==> config.mk <==
export PLATFORM = sky130hd
export DESIGN_NAME = mdio_mgmt_ctrl
export DESIGN_NICKNAME = d
export VERILOG_FILES = /design/src/rtl/mdio_pkg.sv /design/src/rtl/mdio_clk_div.sv /design/src/rtl/mdio_frame_seq.sv /design/src/rtl/mdio_ctl_regs.sv /design/src/rtl/mdio_mgmt_ctrl.sv
export SDC_FILE = /design/constraint.sdc
export NUM_CORES = 1
export LEC_CHECK = 0
export ABC_AREA = 1
export CAP_MARGIN = 20
export CORE_MARGIN = 8
export CORE_UTILIZATION = 50
export DETAILED_ROUTE_END_ITERATION = 10
export PLACE_DENSITY_LB_ADDON = 0.1
export SYNTH_ARGS = -nofsm -noshare
export SYNTH_HDL_FRONTEND = slang
export SYNTH_SLANG_ARGS = --single-unit
==> constraint.sdc <==
create_clock -name clk -period 5.05 [get_ports clk]
set_input_delay 0.7575 -clock clk [delete_from_list [all_inputs] [get_ports clk]]
set_output_delay 0.7575 -clock clk [all_outputs]
set_load 0.05 [all_outputs]
==> src/rtl/mdio_pkg.sv <==
package mdio_pkg;
  localparam int CTL_W      = 16;
  localparam int DATA_W     = 16;
  localparam int FRAME_LEN  = 64;
  localparam int PREAMBLE   = 32;
  localparam int TA_IDX     = 46;
  localparam int DATA_IDX   = 48;
  localparam int IDX_W      = $clog2(FRAME_LEN);

  // control word layout, MSB first
  typedef struct packed {
    logic       cken;   // 15
    logic       go;     // 14
    logic       wr;     // 13
    logic [4:0] phy;    // 12:8
    logic [2:0] rsv;    // 7:5
    logic [4:0] regn;   // 4:0
  } ctl_t;
endpackage

==> src/rtl/mdio_clk_div.sv <==
module mdio_clk_div #(
  parameter int DIV_W = 8
) (
  input  logic             clk,
  input  logic             rst_n,
  input  logic             run,
  input  logic [DIV_W-1:0] div,
  output logic             mdc,
  output logic             rise,
  output logic             fall
);
  logic [DIV_W-1:0] cnt_q, cnt_d;
  logic             mdc_q, mdc_d;
  logic             tick;

  assign tick = run && (cnt_q == div);
  assign rise = tick && !mdc_q;
  assign fall = tick && mdc_q;
  assign mdc  = mdc_q;

  always_comb begin
    cnt_d = cnt_q;
    mdc_d = mdc_q;
    if (!run) begin
      cnt_d = '0;
      mdc_d = 1'b0;
    end else if (tick) begin
      cnt_d = '0;
      mdc_d = ~mdc_q;
    end else begin
      cnt_d = cnt_q + 1'b1;
    end
  end

  always_ff @(posedge clk or negedge rst_n) begin
    if (!rst_n) begin
      cnt_q <= '0;
      mdc_q <= 1'b0;
    end else begin
      cnt_q <= cnt_d;
      mdc_q <= mdc_d;
    end
  end
endmodule

==> src/rtl/mdio_frame_seq.sv <==
module mdio_frame_seq
  import mdio_pkg::*;
(
  input  logic              clk,
  input  logic              rst_n,
  input  logic              launch,
  input  ctl_t              launch_word,
  input  logic [DATA_W-1:0] wdata,
  input  logic              busy,
  input  logic              rise,
  input  logic              fall,
  input  logic              mdio_in,
  output logic              mdio_out,
  output logic              mdio_oe,
  output logic              done,
  output logic [DATA_W-1:0] rdata
);
  localparam logic [IDX_W-1:0] LAST  = IDX_W'(FRAME_LEN - 1);
  localparam logic [IDX_W-1:0] TA_I  = IDX_W'(TA_IDX);
  localparam logic [IDX_W-1:0] DAT_I = IDX_W'(DATA_IDX);

  logic [IDX_W-1:0]     idx_q, idx_d;
  logic [FRAME_LEN-1:0] sh_q, sh_d;
  logic [DATA_W-1:0]    rx_q, rx_d;
  logic                 rd_q, rd_d;
  logic [FRAME_LEN-1:0] frame;

  assign frame = {{PREAMBLE{1'b1}}, 2'b01,
                  (launch_word.wr ? 2'b01 : 2'b10),
                  launch_word.phy, launch_word.regn, 2'b10,
                  (launch_word.wr ? wdata : {DATA_W{1'b1}})};

  assign mdio_out = sh_q[FRAME_LEN-1];
  assign mdio_oe  = busy && !(rd_q && (idx_q >= TA_I));
  assign done     = busy && fall && (idx_q == LAST);
  assign rdata    = rx_q;

  always_comb begin
    idx_d = idx_q;
    sh_d  = sh_q;
    rx_d  = rx_q;
    rd_d  = rd_q;
    if (launch) begin
      idx_d = '0;
      sh_d  = frame;
      rd_d  = !launch_word.wr;
    end else if (busy) begin
      if (rise && rd_q && (idx_q >= DAT_I))
        rx_d = {rx_q[DATA_W-2:0], mdio_in};
      if (fall && (idx_q != LAST)) begin
        idx_d = idx_q + 1'b1;
        sh_d  = {sh_q[FRAME_LEN-2:0], 1'b1};
      end
    end
  end

  always_ff @(posedge clk or negedge rst_n) begin
    if (!rst_n) begin
      idx_q <= '0;
      sh_q  <= '1;
      rx_q  <= '0;
      rd_q  <= 1'b0;
    end else begin
      idx_q <= idx_d;
      sh_q  <= sh_d;
      rx_q  <= rx_d;
      rd_q  <= rd_d;
    end
  end
endmodule

==> src/rtl/mdio_ctl_regs.sv <==
module mdio_ctl_regs
  import mdio_pkg::*;
(
  input  logic              clk,
  input  logic              rst_n,
  input  logic              ctl_wr,
  input  ctl_t              ctl_in,
  input  logic              data_wr,
  input  logic [DATA_W-1:0] data_in,
  input  logic              done,
  input  logic [DATA_W-1:0] rdata,
  output logic              launch,
  output logic              busy,
  output ctl_t              fields,
  output logic [DATA_W-1:0] data_q,
  output logic [CTL_W-1:0]  ctl_rdata
);
  ctl_t              f_q, f_d;
  logic              busy_q, busy_d;
  logic [DATA_W-1:0] dat_q, dat_d;

  assign launch = ctl_wr && ctl_in.go && !busy_q;
  assign busy   = busy_q;
  assign fields = f_q;
  assign data_q = dat_q;

  always_comb begin
    ctl_t rb;
    rb      = f_q;
    rb.go   = busy_q;
    rb.rsv  = '0;
    ctl_rdata = rb;
  end

  always_comb begin
    f_d    = f_q;
    busy_d = busy_q;
    dat_d  = dat_q;
    if (ctl_wr && !busy_q) begin
      f_d    = ctl_in;
      f_d.go = 1'b0;
      busy_d = ctl_in.go;
    end
    if (done)
      busy_d = 1'b0;
    if (data_wr && !busy_q)
      dat_d = data_in;
    else if (done && !f_q.wr)
      dat_d = rdata;
  end

  always_ff @(posedge clk or negedge rst_n) begin
    if (!rst_n) begin
      f_q    <= '0;
      busy_q <= 1'b0;
      dat_q  <= '0;
    end else begin
      f_q    <= f_d;
      busy_q <= busy_d;
      dat_q  <= dat_d;
    end
  end

  p_launch_sets_busy_r3: assert property (@(posedge clk) disable iff (!rst_n)
    launch |=> busy_q);
  p_busy_holds_r3: assert property (@(posedge clk) disable iff (!rst_n)
    (busy_q && !done) |=> busy_q);
  p_ctl_ignored_r8: assert property (@(posedge clk) disable iff (!rst_n)
    (busy_q && ctl_wr) |=> $stable(f_q));
  p_data_ignored_r9: assert property (@(posedge clk) disable iff (!rst_n)
    (busy_q && data_wr && !done) |=> $stable(dat_q));
endmodule

==> src/rtl/mdio_mgmt_ctrl.sv <==
module mdio_mgmt_ctrl
  import mdio_pkg::*;
#(
  parameter int DIV_W = 8
) (
  input  logic              clk,
  input  logic              rst_n,
  input  logic [DIV_W-1:0]  clk_div,
  input  logic              ctl_wr,
  input  logic [CTL_W-1:0]  ctl_wdata,
  output logic [CTL_W-1:0]  ctl_rdata,
  input  logic              data_wr,
  input  logic [DATA_W-1:0] data_wdata,
  output logic [DATA_W-1:0] data_rdata,
  output logic              mdc,
  output logic              mdio_out,
  output logic              mdio_oe,
  input  logic              mdio_in
);
  logic [1:0]        rs_q;
  logic              rst_sn;
  logic              launch, busy, done, rise, fall, run;
  ctl_t              fields;
  logic [DATA_W-1:0] rdata;

  // asynchronous assert, synchronous release
  always_ff @(posedge clk or negedge rst_n) begin
    if (!rst_n) rs_q <= 2'b00;
    else        rs_q <= {rs_q[0], 1'b1};
  end
  assign rst_sn = rs_q[1];

  assign run = busy && fields.cken;

  mdio_ctl_regs u_regs (
    .clk(clk), .rst_n(rst_sn),
    .ctl_wr(ctl_wr), .ctl_in(ctl_t'(ctl_wdata)),
    .data_wr(data_wr), .data_in(data_wdata),
    .done(done), .rdata(rdata),
    .launch(launch), .busy(busy), .fields(fields),
    .data_q(data_rdata), .ctl_rdata(ctl_rdata)
  );

  mdio_clk_div #(.DIV_W(DIV_W)) u_div (
    .clk(clk), .rst_n(rst_sn), .run(run), .div(clk_div),
    .mdc(mdc), .rise(rise), .fall(fall)
  );

  mdio_frame_seq u_seq (
    .clk(clk), .rst_n(rst_sn),
    .launch(launch), .launch_word(ctl_t'(ctl_wdata)), .wdata(data_rdata),
    .busy(busy), .rise(rise), .fall(fall), .mdio_in(mdio_in),
    .mdio_out(mdio_out), .mdio_oe(mdio_oe), .done(done), .rdata(rdata)
  );

  p_mdio_moves_on_fall_r6: assert property (@(posedge clk) disable iff (!rst_sn)
    (busy && $past(busy) && !$stable(mdio_out)) |-> $fell(mdc));
  p_busy_ends_on_fall_r3: assert property (@(posedge clk) disable iff (!rst_sn)
    $fell(busy) |-> $fell(mdc));
  p_mdc_gated_r7: assert property (@(posedge clk) disable iff (!rst_sn)
    (busy && !fields.cken) |=> !mdc);
endmodule

==> results.sh <==
export IMPL_path_cells="nand2_1, o21ai_0, a21oi_1, clkdlybuf4s50_1"
export IMPL_synth_simple_gate_area_frac=0.284
export IMPL_power_switching_mw=1.03
export IMPL_hold_path_class="flop to flop"
export IMPL_grt_util_met1=0.221
export IMPL_start_kind="flop"
export IMPL_crit_required_ps=4290
export IMPL_grt_met2_usage=0.283
export IMPL_htreeDepth=4
export IMPL_rows=39
export IMPL_finalCriticalPeriod_ps=2820
export IMPL_drt_pass1_iter_count=5
export IMPL_drive_above_1_share=0.195
export IMPL_ctsResizeCount=0
export IMPL_crit_fanout=4
export IMPL_ys_warn_count=0
export IMPL_p_leak_nw=3.44
export IMPL_clkPwrFrac=0.364
export IMPL_synthMuxAreaShare=0.0497
export IMPL_path_class="flop to output port"
export IMPL_crit_family="buffers and inverters"
export IMPL_p_comb_frac=0.211
export IMPL_netlist_instances=653
export IMPL_clock_fmax_mhz=354
export IMPL_syn2layout_area_growth_pct=23.8
export IMPL_synth_compound_area_frac=0.0370
export IMPL_powerDensity_nw_per_um2=492
export IMPL_grt_pass1_vias=4778
export IMPL_drt_iter0_drc=387
export IMPL_dp_cells=835
export IMPL_die_area_um2=15500
export IMPL_synthesis_area_um2=5890
export IMPL_synth_top_family_by_area="simple AND/OR/NAND/NOR gates"
export IMPL_synthAdderAreaFrac=0.00425
export IMPL_grt_max_degree=77
export IMPL_cts_reportedPaths_clkPinSlew_ps=50
export IMPL_fin_ws_ps=2230
export IMPL_max_vdd_ir_drop_mv=0.343
export IMPL_synth_top_area_share=0.286
export IMPL_layout_commonest_cell="nand2_1"
export IMPL_antenna_found_initial=0
export IMPL_yosysSeqAreaShare=0.553
export IMPL_numClockSinks=127
export IMPL_boundaryPins=80
export IMPL_grt_pass1_wl_mm=22.9
export IMPL_drcViolationCount=0
export IMPL_cts_buffers_inserted=17
export IMPL_final_cell_mix="nand2_1, nand3_1, clkdlybuf4s50_1"
export IMPL_ys_ff_latch=127
export IMPL_holdBufCountCts=0
export IMPL_rsz0062_at_grt="no"
export IMPL_slew_violations=0
export IMPL_synth_edff_count=0
export IMPL_synth_top_cell_by_area="dfstp_2"
export IMPL_synth_area_leaders="dfstp_2, dfrtp_1, nand2_1, nand3_1, mux2_2"
export IMPL_place_ws_ps=2070
export IMPL_period_share=0.559
export IMPL_synthXorXnorAreaFrac=0.0134
export IMPL_tns_ps=0
export IMPL_routabilityCongestion=0.775
export IMPL_drv_cap=0
export IMPL_finalClockSkew_ps=5.53
export IMPL_post_cts_buffers=0
export IMPL_die_w_um=125
export IMPL_finalHoldViolCount=0
export IMPL_endpoint_kind="output port"
export IMPL_path_buf_inv=1
export IMPL_port_buffers=73
export IMPL_overflow=0
export IMPL_fin_cells=867
export IMPL_power_internal_mw=2.55
export IMPL_critPathMaxStageDelay_ps=830
export IMPL_outcome="completed"
export IMPL_vias=4713
export IMPL_dpl_hpwl_mm=8.50
export IMPL_final_antenna_net_count=0
export IMPL_worstMarginPinSlew_ps=961
export IMPL_sequentialPowerShare=0.425
export IMPL_wirelength_mm=13.3
export IMPL_diodes=0
export IMPL_synth_ff_type="dfstp_2"
export IMPL_ys_types=28
export IMPL_finalNetCount=758
export IMPL_avgSynthCellArea_um2=9.02
export IMPL_async_flop_share=1.00
export IMPL_routedWlPerCell_um=15.3
export IMPL_clockBufferDepth=2
export IMPL_initial_utilization=0.514
export IMPL_cts_root_buf="clkbuf_16"
export IMPL_setup_violations_final=0
export IMPL_slew_headroom=0.359
export IMPL_cp_arrival_ps=2070
export IMPL_use_met3=0.0553
export IMPL_crit_slowest_cell="clkdlybuf4s50_1"
export IMPL_core_um2=11500
export IMPL_vias_per_cell=5.44
export IMPL_top_usage_layer="met2"
export IMPL_grt_util_all_layers=0.177
export IMPL_cts_tree="yes"
export IMPL_switching_share=0.288
export IMPL_insertion_delay_ps=410
export IMPL_die_h_um=125
==> cells in the mapped netlist (all sizes together), types with 5 or more instances <==
library cell  instances
buf                  27
nand4                21
nand3               130
dfrtp                63
dfstp                64
nand2               189
clkbuf               17
mux2                 26
xnor2                 6
inv                  27
a21oi                 5
nor2                 29
o21ai                37
==> path summary, 6_finish.rpt <==
check,start,to,slack (ps),cells past startpoint
hold / removal,rs_q[0],rs_q[1],350,0
setup / recovery,u_seq.idx_q[5],mdio_oe,2230,4
setup reg to reg,u_regs.busy,u_seq.sh_q[14],2670,7
min in group asynchronous,rs_q[1],u_regs.ctl_rdata[4],470,0
max in group asynchronous,rs_q[1],u_regs.ctl_rdata[12],3340,1
hold reg to reg,rs_q[0],rs_q[1],350,0
==> sequential cells by signal, summed over array words and instances, names as in the netlist <==
signal / flops
u_regs.busy: 1
u_seq.rd_q: 1
u_seq.idx_q: 6
rs_q: 2
u_seq.sh_q: 64
u_regs.ctl_rdata: 12
u_div.cnt_q: 8
u_seq.rdata: 16
u_div.mdc: 1
u_regs.data_q: 16
==> stage by stage <==
stage / hold slack (ps) / area, um^2 / power [mW] / util
detailed placement: 339 / 6650 / 2.30 / 0.580
global route: 377 / 7290 / 3.75 / 0.636
CTS: 358 / 7290 / 3.62 / 0.636
finish: 351 / 7290 / 3.58 / 0.636
global placement: 338 / 6650 / 2.27 / 0.580
floorplan: 331 / 5900 / 2.03 / -
==> area by class of cell <==
| cell class | count | area, um^2 |
|---|---|---|
| clock buffers | 26 | 509 |
| clock inverters | 6 | 130 |
| fillers | 964 | 4180 |
| inverters | 27 | 101 |
| multi-input cells | 457 | 2320 |
| flip-flops and latches | 127 | 3260 |
| well taps | 143 | 179 |
| repair buffers | 81 | 791 |
==> power groups by stage <==
stage	logic, mW	registers, mW	clock network, mW
after floorplan	0.334	1.70	0
after global placement	0.745	1.52	0
after detailed placement	0.762	1.54	0
after CTS	0.768	1.52	1.33
after global routing	0.833	1.55	1.37
final	0.757	1.52	1.30
==> routing by layer <==
layer | wire [um] | up-vias
met5 | 0 | -
li1 | - | 2277
met4 | 163 | 0
met1 | 6000 | 2314
met2 | 6450 | 107
met3 | 673 | 15
==> kinds of logic after synthesis <==
group           Yosys count
xor+xnor                  9
buf+inv                  71
simple gates            373
fa+ha+maj                 2
compound gates           43
flops                   127
mux                      26
other cells               2
(Power assumes the default switching activity.)
